**config.mk**
```make
export PLATFORM = sky130hd
export DESIGN_NAME = ea_gen_top
export DESIGN_NICKNAME = d
export VERILOG_FILES = /design/src/rtl/ea_pkg.sv /design/src/rtl/ea_scale_decode.sv /design/src/rtl/ea_term_sum.sv /design/src/rtl/ea_gen_top.sv
export SDC_FILE = /design/constraint.sdc
export NUM_CORES = 1
export LEC_CHECK = 0
export BUFFER_PORTS_ARGS = -buffer_cell sky130_fd_sc_hd__buf_2
export CAP_MARGIN = 20
export CELL_PAD_IN_SITES_DETAIL_PLACEMENT = 0
export CELL_PAD_IN_SITES_GLOBAL_PLACEMENT = 1
export CORE_ASPECT_RATIO = 1.25
export CORE_MARGIN = 3
export CORE_UTILIZATION = 25
export DETAILED_ROUTE_END_ITERATION = 12
export PLACE_DENSITY_LB_ADDON = 0.1
export SYNTH_ARGS = -nofsm -noshare
export SYNTH_HDL_FRONTEND = slang
export SYNTH_HIERARCHICAL = 1
export SYNTH_SLANG_ARGS = --single-unit
```
**constraint.sdc**
```tcl
create_clock -name clk -period 8.48 [get_ports clk]
set_clock_uncertainty 0.2 [all_clocks]
set_input_delay 1.696 -clock clk [delete_from_list [all_inputs] [get_ports clk]]
set_output_delay 1.696 -clock clk [all_outputs]
set_load 0.1 [all_outputs]
```
**src/rtl/ea_pkg.sv**
```systemverilog
package ea_pkg;
    // Width of the shift amount that encodes a legal scale factor.
    localparam int SHAMT_W = 2;
    // Number of legal scale factors (powers of two from 1 upward).
    localparam int NUM_SCALES = 1 << SHAMT_W;

    typedef logic [SHAMT_W-1:0] shamt_t;
endpackage

```
**src/rtl/ea_scale_decode.sv**
```systemverilog
module ea_scale_decode
    import ea_pkg::*;
#(
    parameter int SCALE_W = 4
) (
    input  logic [SCALE_W-1:0] factor,
    output shamt_t             shamt,
    output logic               illegal
);
    // Match the literal factor against each power of two that is allowed.
    logic [NUM_SCALES-1:0] hit;

    for (genvar k = 0; k < NUM_SCALES; k++) begin : g_match
        localparam logic [SCALE_W-1:0] POW = SCALE_W'(1 << k);
        assign hit[k] = (factor == POW);
    end

    always_comb begin
        shamt = '0;
        for (int k = 0; k < NUM_SCALES; k++) begin
            if (hit[k]) begin
                shamt = shamt_t'(k);
            end
        end
        illegal = ~|hit;
    end

    // At most one power of two can match a single factor value.
    always_comb begin
        hit_onehot_chk: assert ($onehot0(hit));
    end
endmodule

```
**src/rtl/ea_term_sum.sv**
```systemverilog
module ea_term_sum
    import ea_pkg::*;
#(
    parameter int ADDR_W = 64,
    parameter int DISP_W = 32
) (
    input  logic [DISP_W-1:0] disp,
    input  logic              base_use,
    input  logic [ADDR_W-1:0] base,
    input  logic              idx_use,
    input  logic [ADDR_W-1:0] idx,
    input  shamt_t            shamt,
    output logic [ADDR_W-1:0] sum
);
    localparam int EXT_W = ADDR_W - DISP_W;

    logic [ADDR_W-1:0] disp_x;
    logic [ADDR_W-1:0] base_t;
    logic [ADDR_W-1:0] idx_t;

    always_comb begin
        disp_x = {{EXT_W{disp[DISP_W-1]}}, disp};
        base_t = base_use ? base : '0;
        idx_t  = idx_use ? (idx << shamt) : '0;
        sum    = disp_x + base_t + idx_t;
    end
endmodule

```
**src/rtl/ea_gen_top.sv**
```systemverilog
module ea_gen_top
    import ea_pkg::*;
#(
    parameter int ADDR_W  = 64,
    parameter int DISP_W  = 32,
    parameter int SCALE_W = 4
) (
    input  logic               clk,
    input  logic               rst_n,
    input  logic               in_valid,
    input  logic               in_base_en,
    input  logic               in_idx_en,
    input  logic [SCALE_W-1:0] in_scale,
    input  logic [DISP_W-1:0]  in_disp,
    input  logic [ADDR_W-1:0]  in_base,
    input  logic [ADDR_W-1:0]  in_idx,
    output logic               out_valid,
    output logic [ADDR_W-1:0]  out_addr,
    output logic               out_scale_err
);
    shamt_t            shamt;
    logic              bad_scale;
    logic              idx_ok;
    logic              err_d;
    logic [ADDR_W-1:0] sum;

    ea_scale_decode #(.SCALE_W(SCALE_W)) u_dec (
        .factor  (in_scale),
        .shamt   (shamt),
        .illegal (bad_scale)
    );

    // An illegal factor removes the index term from the sum.
    always_comb begin
        idx_ok = in_idx_en & ~bad_scale;
        err_d  = in_valid & in_idx_en & bad_scale;
    end

    ea_term_sum #(.ADDR_W(ADDR_W), .DISP_W(DISP_W)) u_sum (
        .disp     (in_disp),
        .base_use (in_base_en),
        .base     (in_base),
        .idx_use  (idx_ok),
        .idx      (in_idx),
        .shamt    (shamt),
        .sum      (sum)
    );

    always_ff @(posedge clk) begin
        if (!rst_n) begin
            out_valid     <= 1'b0;
            out_addr      <= '0;
            out_scale_err <= 1'b0;
        end else begin
            out_valid     <= in_valid;
            out_scale_err <= err_d;
            if (in_valid) begin
                out_addr <= sum;
            end
        end
    end


    valid_follow_chk: assert property (@(posedge clk) disable iff (!rst_n)
        in_valid |=> out_valid);

    idle_follow_chk: assert property (@(posedge clk) disable iff (!rst_n)
        !in_valid |=> !out_valid);

    addr_hold_chk: assert property (@(posedge clk) disable iff (!rst_n)
        !in_valid |=> $stable(out_addr));

    bad_scale_chk: assert property (@(posedge clk) disable iff (!rst_n)
        (in_valid && in_idx_en && $countones(in_scale) != 1) |=> out_scale_err);

    no_idx_err_chk: assert property (@(posedge clk) disable iff (!rst_n)
        (in_valid && !in_idx_en) |=> !out_scale_err);

    err_needs_valid_chk: assert property (@(posedge clk) disable iff (!rst_n)
        out_scale_err |-> out_valid);
endmodule

```
=== After elaboration in Yosys (flattened, before gate mapping) ===
Cells that the tools add are included.
W data, S select, Z words.

* Add/sub/neg operators: 2
* Equality and inequality tests: 4
* Mux-type cells: 5
* Div/mod/pow operators: 0
* Bitwise operators: 3
* Reduce and logical (&&, ||, !) cells: 2
* $lt $le $gt $ge: 0
* Shifts and indexed selects: 1
* Multipliers: 0

{| class="wikitable"
|+ Operators by type and width
! kind !! number
|-
| $add A64 B64 Y64 || 2
|-
| $mux W64 || 2
|-
| $shl A64 B2 Y64 || 1
|-
| $eq A4 B1 Y1 const B || 1
|-
| $eq A4 B2 Y1 const B || 1
|-
| $eq A4 B3 Y1 const B || 1
|-
| $eq A4 B4 Y1 const B || 1
|-
| $mux W2 || 2
|-
| $reduce_or A4 Y1 || 1
|-
| $and A1 B1 Y1 || 3
|-
| $logic_not A1 Y1 || 1
|-
| $mux W1 || 1
|}

* Bits in latches: 0
* Memories: 0
* Register bits after elaboration: 66
* Input port bits: 169
* Word-level logic and storage cells: 20
* Output and inout port bits: 66
* Memory bits (read-only): 0
* Bits in writable memories: 0

=== Longest topological paths before layout ===
Gate-level depths: netlist (run 1).

* Depth after elaboration: 7
* Mapped depth: 22
* Mapped depth without buffers: 19

=== By module ===
Netlist (run 1), hierarchy kept.

{| class="wikitable"
|+ By module, submodules not included
! module !! sequential area each (um^2) !! cells an instance !! area each (um^2) !! instances
|-
| ea_term_sum || 0.0 || 954 || 7,379.6 || 1
|-
| ea_gen_top || 1,321.3 || 211 || 2,527.4 || 1
|-
| ea_scale_decode || 0.0 || 8 || 53.8 || 1
|}

=== Worst setup path after synthesis (run 1) ===
Ideal clock, no wire load.

* Path kind: input to register
* Start point: input port in_scale[1]
* End point: register out_addr[54]
* Path buffers: 3
* Arrival time: 6.384 ns
* Slack: 1.776 ns
* Setup time: 0.120 ns
* Required time: 8.160 ns
* Stages on the path: 20
* Path through: xnor2_1 > nor3_1 > clkbuf_1 > buf_1 > buf_2 > mux2i_1 > nand2_1 > o211a_1 > fa_1 > ha_1 > nor3_2 > nor3_1 > a211oi_4 > o41ai_2 > nor3_2 > and4bb_4 > or4b_1 > o211a_1 > mux2i_1 > nor2b_1

* Longest elaborated chain between the ends: 7
* Elaborated cells on any way between the ends: 12
* Classes of those cells: add/sub: 1; eq/ne: 4; shift: 1; mux: 4; bitwise: 1; reduce/logical: 1

{| class="wikitable"
|+ Ends and longest elaborated chain
! element !! RTL line !! text
|-
| start: declaration || ea_gen_top.sv:13 || <nowiki>input logic [SCALE_W-1:0] in_scale,</nowiki>
|-
| $eq A4 B2 Y1 || ea_scale_decode.sv:15 || <nowiki>assign hit[k] = (factor == POW);</nowiki>
|-
| $mux W1 || ea_scale_decode.sv:21 || <nowiki>if (hit[k]) begin</nowiki>
|-
| $mux W2 || ea_scale_decode.sv:21 ||
|-
| $mux W2 * || ea_scale_decode.sv:21 ||
|-
| via shamt[0] || ea_gen_top.sv:21 || <nowiki>shamt_t shamt;</nowiki>
|-
| $shl A64 B2 Y64 * || ea_term_sum.sv:24 || <nowiki>idx_t = idx_use ? (idx << shamt) : '0;</nowiki>
|-
| $mux W64 * || ea_term_sum.sv:24 ||
|-
| $add A64 B64 Y64 * || ea_term_sum.sv:25 || <nowiki>sum = disp_x + base_t + idx_t;</nowiki>
|-
| via sum[54] || ea_gen_top.sv:25 || <nowiki>logic [ADDR_W-1:0] sum;</nowiki>
|-
| end signal: assignment || ea_gen_top.sv:58 || <nowiki>out_addr <= sum;</nowiki>
|-
| end: declaration || ea_gen_top.sv:18 || <nowiki>output logic [ADDR_W-1:0] out_addr,</nowiki>
|}

Mark *: on every way through the listed nets, which the timed path passes. The rest lies on a longest branch.
A chain may end at the register's enable or synchronous reset.

=== Worst setup path after layout (run 1) ===
* Start point: input port in_scale[1]
* End point: register out_addr[54]

* Elaborated cells on any way between the ends: 12
* Classes of those cells: add/sub: 1; eq/ne: 4; shift: 1; mux: 4; bitwise: 1; reduce/logical: 1

{| class="wikitable"
|+ RTL lines
! element !! RTL line
|-
| $eq A4 B3 Y1 || ea_scale_decode.sv:15
|-
| $mux W2 || ea_scale_decode.sv:21
|-
| $mux W2 * || ea_scale_decode.sv:21
|-
| via shamt[1] || ea_gen_top.sv:21
|-
| $shl A64 B2 Y64 * || ea_term_sum.sv:24
|-
| $mux W64 * || ea_term_sum.sv:24
|-
| $add A64 B64 Y64 * || ea_term_sum.sv:25
|-
| via sum[54] || ea_gen_top.sv:25
|}

Marked as above.

==> results.txt, run 1 <==
----------------------------------------------------
[Run status]
  Status ... finished clean

[Critical path]
  Maximum single-stage delay on the critical path ... 690 ps
  Slowest library cell on the worst path ... sky130_fd_sc_hd__clkinv_1
  Critical-path cell list ... buf_2 > or2_1 > nor2_4 > clkinv_1 > buf_4 > o211a_1 > fa_1 > ha_1 > a2111oi_0 > o221ai_1 > nand3_1 > o41ai_2 > nor3_2 > and4bb_4 > or4b_1 > o211a_1 > mux2i_1 > nor2b_1
  Dominant delay contributor by cell family on the critical path ... simple AND/OR/NAND/NOR gates
  Worst Path Arrival ... 6730 ps
  Maximum fanout count along the critical path ... 25
  Buf+Inv Stages, Crit Path ... 3
  Critical path endpoint category ... register
  WP data required ... 8550 ps
  Cell occurring most often along the worst timing path ... sky130_fd_sc_hd__o211a_1
  Critical path type ... in -> reg
  Startpoint types ... primary input

[Timing]
  Final Hold Vio Count ... 0
  Number of pins with negative max-slew slack in the final report ... 0
  Setup ws final ... 1820 ps
  Tcrit/Tclk final ... 78.6%
  Slew margin rel. ... 38.8%
  Final setup vio count ... 0
  Transition time at the pin with the least slew margin ... 918 ps
  Maximum frequency from static timing analysis ... 150 MHz
  RSZ-0062 raised after global routing ... false
  Total negative slack ... 0 ps
  Final Critical Period ... 6660 ps

[Global route]
  Overall overflow remaining after global route ... 0
  Via count of the first global-routing pass ... 9,848
  Global-route wire length before repair ... 56,900 um
  Total global-route track usage ... 17.3%
  Pin count of the biggest net entering global routing ... 66
  Initial antenna violation count ... 3

[Synth]
  Flop and latch count out of synthesis ... 66
  Synth cell types ... 70
  Cell types occupying the most area after synthesis ... sky130_fd_sc_hd__dfxtp_1, sky130_fd_sc_hd__fa_1, sky130_fd_sc_hd__mux2i_1, sky130_fd_sc_hd__ha_1, sky130_fd_sc_hd__o211a_1
  Post-synthesis average cell area ... 8.49 sq um
  Net Count, Synth ... 1,468
  Netlist area before placement ... 9960 sq um
  Post-synthesis sequential area ratio ... 13.3%
  Synth Flop Type ... sky130_fd_sc_hd__dfxtp_1
  Asr flop ratio synth ... 0%
  Instance count of the mapped netlist ... 1,173
  Warning count from the yosys run ... 6
  Library cell with the largest summed area after synthesis ... sky130_fd_sc_hd__dfxtp_1
  Count of flip-flops with a built-in enable after synthesis ... 0
  Yosys top cell area share ... 13.3%

[Placed design]
  Final Wtd Congestion ... 0.773
  Count of buffers from port buffering ... 234
  Dpl ws ... 1310 ps
  Half-perimeter wire length after detailed placement ... 29,700 um

[Routing]
  Antenna-violating nets left ... 0
  Remaining routing DRC violations ... 0
  Initial DRC count ... 326
  Detailed-router iteration count before antenna repair ... 4
  Vias ... 9,009
  Wire length per cell after detailed routing ... 19.6 um
  Via/cell ratio ... 4.84
  Post-detailed-routing wire length ... 36,400 um

[Floorplan]
  Boundary Pins ... 235
  Initial core utilization ... 25.4%
  Std-Cell Core Area ... 39,200 sq um
  Floorplan row count ... 81
  Die ar. ... 42,300 sq um
  Die W ... 185 um
  Height of the chip ... 229 um

[Clocking]
  Post-CTS setup buffer count ... 0
  TritonCTS clock tree ... done
  H-tree levels ... 3
  Number of instances resized during post-cts repair ... 0
  CTS Hold Bufs ... 0
  Maximum buffer depth of the clock tree ... 2
  CTS Buf Count ... 9
  Worst skew pair latency ... 360 ps
  Clock slew at the register clock pins of the worst setup and hold paths ... 60 ps
  CTS sink cnt ... 66
  Clock root buffer master ... sky130_fd_sc_hd__clkbuf_16

[Cells and area]
  Area growth from synthesis to final layout ... 18.2%
  Layout cells sized above 1 ... 23.0%
  Most common cell after layout, fill and taps aside ... sky130_fd_sc_hd__buf_2
  Commonest cells after routing, fill and taps aside ... sky130_fd_sc_hd__buf_2, sky130_fd_sc_hd__nand2_1, sky130_fd_sc_hd__mux2i_1
  Final Net Count ... 1,650

[Power and ir drop]
  Sequential cell fraction of total power ... 19.3%
  Gate power share ... 61.4%
  Pleak ... 5.81 nW
  Design Power ... 2.01 mW
  Internal power consumption ... 0.960 mW
  Clock Power Share ... 19.3%
  P per Cell Area ... 171 nW/um^2
  Reported net switching power ... 1.05 mW
  Worst ir drop on vdd ... 0.0809 mV
  Sw frac ... 52.2%

[Flow run]
  Max Cap Violations ... 0

[Hold path]
  Classification of the worst-slack hold path ... reg -> reg

----------------------------------------------------
-- worst paths after layout --
| kind | start | end | slack (ps) | depth (start not counted) |
|---|---|---|---|---|
| worst max-delay path | in_scale[1] | out_addr[54] | 1820 | 18 |
| worst min-delay path | out_addr[4] | out_addr[4] | 310 | 2 |
| worst max register to register | out_addr[56] | out_addr[56] | 7500 | 2 |
| worst min register to register | out_addr[4] | out_addr[4] | 310 | 2 |
-- cells by family (layout without fill, tap and decap cells) --
kind of cell	after synthesis	after routing	synth area share (%)
AND/OR/NAND/NOR	405	405	21.0
AO/OA/AOI/OAI	271	271	19.4
multiplexers	131	131	15.1
adder cells (fa/ha/maj)	126	126	20.7
buffers and inverters	115	302	5.36
flip-flops	66	66	13.3
XOR/XNOR	59	59	5.19
other	0	2	0
-- tightest hold or removal path: stages (launching register included) --
cell and delay, ps:
sky130_fd_sc_hd__dfxtp_1 320, sky130_fd_sc_hd__mux2i_1 60, sky130_fd_sc_hd__nor2b_1 90
-- sequential cells by signal, summed over array words and instances (netlist names) --
name	flops
out_scale_err	1
out_valid	1
out_addr	64
-- Yosys cell counts (all sizes together), types with 2 or more instances --
cell type	count
nor2b	69
o211a	46
o211ai	8
nand3b	3
nor3	19
dfxtp	66
mux2	24
nand2	119
nand2b	7
o31ai	3
a311oi	5
o21a	3
a41oi	2
nor2	56
o21ai	40
o21bai	14
xnor2	38
and2	70
clkbuf	53
nand4	20
a21boi	3
inv	42
nand3	18
a22oi	3
o221ai	3
a21o	28
mux2i	94
a31oi	7
xor2	21
ha	62
or4b	2
a211oi	11
fa	64
a2111oi	5
buf	20
and3	8
a21oi	80
nor4	7
mux4	13
-- metrics by stage --
| stage | area [sq um] | util (%) | hold WS, ps | cells |
|---|---|---|---|---|
| after floorplan | 9960 | - | 781 | 1173 |
| final | 11800 | 30.0 | 313 | 1860 |
| after CTS | 11800 | 30.0 | 319 | 1858 |
| after detailed placement | 11500 | 29.3 | 300 | 1842 |
| after global placement | 11500 | 29.3 | 297 | 1842 |
| after global routing | 11800 | 30.0 | 341 | 1860 |
-- power by group through the flow --
| stage | Clock, mW | Sequential [mW] | Combinational (mW) |
|---|---|---|---|
| global route | 0.414 | 0.394 | 1.35 |
| detailed placement | 0 | 0.396 | 1.24 |
| CTS | 0.410 | 0.390 | 1.25 |
| finish | 0.389 | 0.388 | 1.23 |
| global placement | 0 | 0.397 | 1.25 |
| floorplan | 0 | 0.725 | 0.611 |
-- final cells by class --
| type | instances | area (sq um) |
|---|---|---|
| fill | 4342 | 27400 |
| multi-input combinational | 992 | 8130 |
| sequential | 66 | 1320 |
| timing repair buffer | 244 | 1260 |
| tap | 498 | 623 |
| clock buffer | 14 | 274 |
| inverter | 42 | 158 |
| clock inverter | 2 | 10.0 |
| antenna | 2 | 5.00 |
-- per-layer routing --
layer / up-vias / wire length, um / track usage [%] / part of all wire, %
met4: 0 / 690 / 5.29 / 1.9
met1: 4274 / 15700 / 21.1 / 43
met3: 26 / 1140 / 2.03 / 3.1
met2: 169 / 18900 / 31.6 / 52
li1: 4540 / - / - / -
met5: - / 0 / 0 / 0
Note: power is estimated with default switching activity, not from simulation.
==> run 2: changes to the inputs <==
- ABC_AREA: unset -> 1
- clock period: 8.48 -> 6.5 ns (I/O delays scaled with it)
==> run 2 against run 1 <==
  * Clock power up 24%
  * Global-route usage grew 2.4 points
  * Cell area increased by 16%
  * Area after synthesis up 16%
  * Combinational power is 38% higher
==> results.txt, run 2 <==
----------------------------------------------------
[Global route]
  Global-route wire length before repair ... 72,700 um (+28%)
  Initial antenna violation count ... 0 (-3)
  Pin count of the biggest net entering global routing ... 68 (+3.0%)
  Total global-route track usage ... 19.8% (+2.4 points)
  Overall overflow remaining after global route ... 0 (unchanged)
  Via count of the first global-routing pass ... 13,000 (+32%)

[Power and ir drop]
  Gate power share ... 63.8% (+2.4 points)
  Design Power ... 2.67 mW (+33%)
  Clock Power Share ... 18.0% (-1.3 points)
  Reported net switching power ... 1.49 mW (+42%)
  Worst ir drop on vdd ... 0.111 mV (+37%)
  Sequential cell fraction of total power ... 18.2% (-1.1 points)
  Pleak ... 8.50 nW (+46%)
  Sw frac ... 55.7% (+3.5 points)
  Internal power consumption ... 1.18 mW (+23%)
  P per Cell Area ... 196 nW/um^2 (+15%)

[Cells and area]
  Largest registers ranked by flip-flop count ... out_addr x64, out_scale_err x1, out_valid x1
  Most common cell after layout, fill and taps aside ... sky130_fd_sc_hd__nand2_1
  Total inserted antenna cells ... 0 (-2)
  Register with the most flip-flops ... out_addr
  Number of flip-flops under the largest register name ... 64 (unchanged)
  Fill cell total of the finished layout ... 5,424 (+25%)
  Area growth from synthesis to final layout ... 17.8%
  Layout cells sized above 1 ... 13.9% (-9.2 points)
  Commonest cells after routing, fill and taps aside ... sky130_fd_sc_hd__nand2_1, sky130_fd_sc_hd__inv_1, sky130_fd_sc_hd__nor2_1, sky130_fd_sc_hd__buf_2, sky130_fd_sc_hd__dfxtp_1
  Final Net Count ... 2,570 (+56%)

[Synth]
  Cell types occupying the most area after synthesis ... sky130_fd_sc_hd__nand2_1, sky130_fd_sc_hd__inv_1, sky130_fd_sc_hd__dfxtp_1, sky130_fd_sc_hd__fa_1, sky130_fd_sc_hd__nor2_1
  Synth cell count leaders ... sky130_fd_sc_hd__nand2_1, sky130_fd_sc_hd__inv_1, sky130_fd_sc_hd__nor2_1
  Share of synthesized cell area in and, or, nand and nor gates ... 40.3% (+19 points)
  Leading cell type by number of instances after synthesis ... sky130_fd_sc_hd__nand2_1
  Library cell with the largest summed area after synthesis ... sky130_fd_sc_hd__nand2_1
  Warning count from the yosys run ... 6 (unchanged)
  Asr flop ratio synth ... 0% (unchanged)
  Net Count, Synth ... 2,362 (+61%)
  Synth Flop Type ... sky130_fd_sc_hd__dfxtp_1
  Share of cell area taken by muxes after synthesis ... 5.11% (-10 points)
  Post-synthesis share of cell area spent on xor and xnor gates ... 2.58% (-2.6 points)
  Dominant combinational cell family by area after synthesis ... simple AND/OR/NAND/NOR gates
  Count of flip-flops with a built-in enable after synthesis ... 0 (unchanged)
  Flop and latch count out of synthesis ... 66 (unchanged)
  Post-synthesis average cell area ... 5.59 sq um (-34%)
  Synthesized-area fraction occupied by adder cells ... 17.8% (-2.9 points)
  Yosys top cell area share ... 25.7% (+12 points)
  Post-synthesis sequential area ratio ... 11.4% (-1.8 points)
  Synth cell types ... 28 (-60%)
  Instance count of the mapped netlist ... 2,067 (+76%)
  Compound-cell area share of the yosys netlist ... 5.60% (-14 points)
  Netlist area before placement ... 11,600 sq um (+16%)

[Clocking]
  Clock slew at the register clock pins of the worst setup and hold paths ... 60 ps (about the same)
  CTS sink cnt ... 66 (unchanged)
  Worst skew pair latency ... 340 ps (-20 ps)
  CTS Buf Count ... 9 (unchanged)
  Clock root buffer master ... sky130_fd_sc_hd__clkbuf_16
  CTS Hold Bufs ... 0 (unchanged)
  H-tree levels ... 3 (unchanged)
  Number of instances resized during post-cts repair ... 0 (unchanged)
  Post-CTS setup buffer count ... 0 (unchanged)
  Maximum buffer depth of the clock tree ... 2 (unchanged)
  TritonCTS clock tree ... done

[Floorplan]
  Initial core utilization ... 25.5% (+0.067 points)
  Floorplan row count ... 87 (+7.4%)
  Boundary Pins ... 235 (unchanged)
  Height of the chip ... 246 um (+7.5%)
  Die ar. ... 48,900 sq um (+16%)
  Std-Cell Core Area ... 45,400 sq um (+16%)
  Die W ... 198 um (+7.5%)

[Critical path]
  Startpoint types ... primary input
  Worst Path Arrival ... 5630 ps (-1100 ps)
  R2R Setup Slk ... 5570 ps (-1930 ps)
  Critical path type ... in -> reg
  WP data required ... 6580 ps (-1970 ps)
  Critical path endpoint category ... register
  Maximum fanout count along the critical path ... 54 (+120%)

[Timing]
  Slew margin rel. ... 49.6% (+11 points)
  Setup ws final ... 950 ps (-865 ps)
  Final Hold Vio Count ... 0 (unchanged)
  Final setup vio count ... 0 (unchanged)
  Maximum frequency from static timing analysis ... 180 MHz
  Transition time at the pin with the least slew margin ... 756 ps (-162 ps)
  RSZ-0062 raised after global routing ... false
  Number of pins with negative max-slew slack in the final report ... 0 (unchanged)
  Total negative slack ... 0 ps (unchanged)
  Tcrit/Tclk final ... 85.4%
  Final Critical Period ... 5550 ps

[Placed design]
  Final Wtd Congestion ... 0.883 (+14%)
  Count of buffers from port buffering ... 234 (unchanged)
  Dpl ws ... 557 ps (-750 ps)
  Half-perimeter wire length after detailed placement ... 42,200 um (+42%)

[Routing]
  Antenna-violating nets left ... 0 (unchanged)
  Remaining routing DRC violations ... 0 (unchanged)
  Detailed-router iteration count before antenna repair ... 5 (+1)
  Initial DRC count ... 387 (+19%)
  Vias ... 12,500 (+39%)
  Wire length per cell after detailed routing ... 16.7 um (-14%)
  Via/cell ratio ... 4.38 (-9.7%)
  Post-detailed-routing wire length ... 47,800 um (+31%)

[Run status]
  Status ... finished clean

[Hold path]
  Classification of the worst-slack hold path ... reg -> reg

[Flow run]
  Max Cap Violations ... 0 (unchanged)

----------------------------------------------------
-- run 2: per-stage QoR --
step / hold slack (ps) / util [%] / area, sq um / cells
after floorplan: 709 / - / 11600 / 2067
after global placement: 256 / 29.4 / 13300 / 2842
after detailed placement: 260 / 29.4 / 13300 / 2842
after CTS: 270 / 30.0 / 13600 / 2858
after global routing: 284 / 30.0 / 13600 / 2858
final: 266 / 30.0 / 13600 / 2858
-- run 2: path summary, 6_finish.rpt --
| path | startpoint | endpoint | depth (start not counted) |
|---|---|---|---|
| hold reg to reg | out_addr[12] | out_addr[12] | 2 |
| setup / recovery | in_scale[2] | out_addr[29] | 23 |
| hold / removal | out_addr[12] | out_addr[12] | 2 |
| setup reg to reg | out_addr[50] | out_addr[50] | 2 |
-- run 2: logic make-up (layout without fill, tap and decap cells) --
logic type	after synthesis	after routing
adders and majority gates	126	126
and+or+nand+nor	1156	1156
muxes	59	59
xor gates and xnor gates	34	34
DFF	66	66
buffers and inverters	515	728
AOI/OAI and AO/OA	111	111
-- run 2: power groups by stage --
stage	Combinational (mW)	Sequential, mW	Clock, mW
CTS	1.75	0.489	0.504
global route	1.90	0.492	0.525
global placement	1.75	0.497	0
detailed placement	1.75	0.497	0
floorplan	0.856	0.836	0
finish	1.70	0.486	0.482
-- run 2: layout make-up --
cell class	count	area (sq um)	share of cell area, %
multi-input combinational	1486	8260	60.7
inverter	467	1750	12.9
timing repair buffer	245	1270	9.32
tap	578	723	5.31
clock inverter	4	26.3	0.193
sequential	66	1320	9.71
clock buffer	12	256	1.88
-- run 2: critical path, cell delays in order --
cell	delay, ps
sky130_fd_sc_hd__buf_2	110
sky130_fd_sc_hd__nor2_1	140
sky130_fd_sc_hd__nand3_1	90
sky130_fd_sc_hd__nand2_1	70
sky130_fd_sc_hd__inv_1	40
sky130_fd_sc_hd__nor2_1	210
sky130_fd_sc_hd__inv_1	50
sky130_fd_sc_hd__or2_2	360
sky130_fd_sc_hd__buf_4	320
sky130_fd_sc_hd__o22ai_1	260
sky130_fd_sc_hd__fa_1	440
sky130_fd_sc_hd__ha_1	480
sky130_fd_sc_hd__nand2_2	140
sky130_fd_sc_hd__nor2_1	240
sky130_fd_sc_hd__inv_1	110
sky130_fd_sc_hd__nor2_2	180
sky130_fd_sc_hd__a21oi_1	110
sky130_fd_sc_hd__nand2_2	200
sky130_fd_sc_hd__xor2_1	420
sky130_fd_sc_hd__inv_1	80
sky130_fd_sc_hd__nand2_1	70
sky130_fd_sc_hd__nand2_1	60
sky130_fd_sc_hd__nor2_1	100
-- run 2: layer usage --
layer | global-route usage, % | share of wire (%) | vias to the layer above
met5 | 0 | 0 | -
met4 | 5.87 | 3.3 | 0
met3 | 1.78 | 2.0 | 45
met2 | 42.7 | 59 | 197
met1 | 19.0 | 36 | 5713
li1 | - | - | 6552
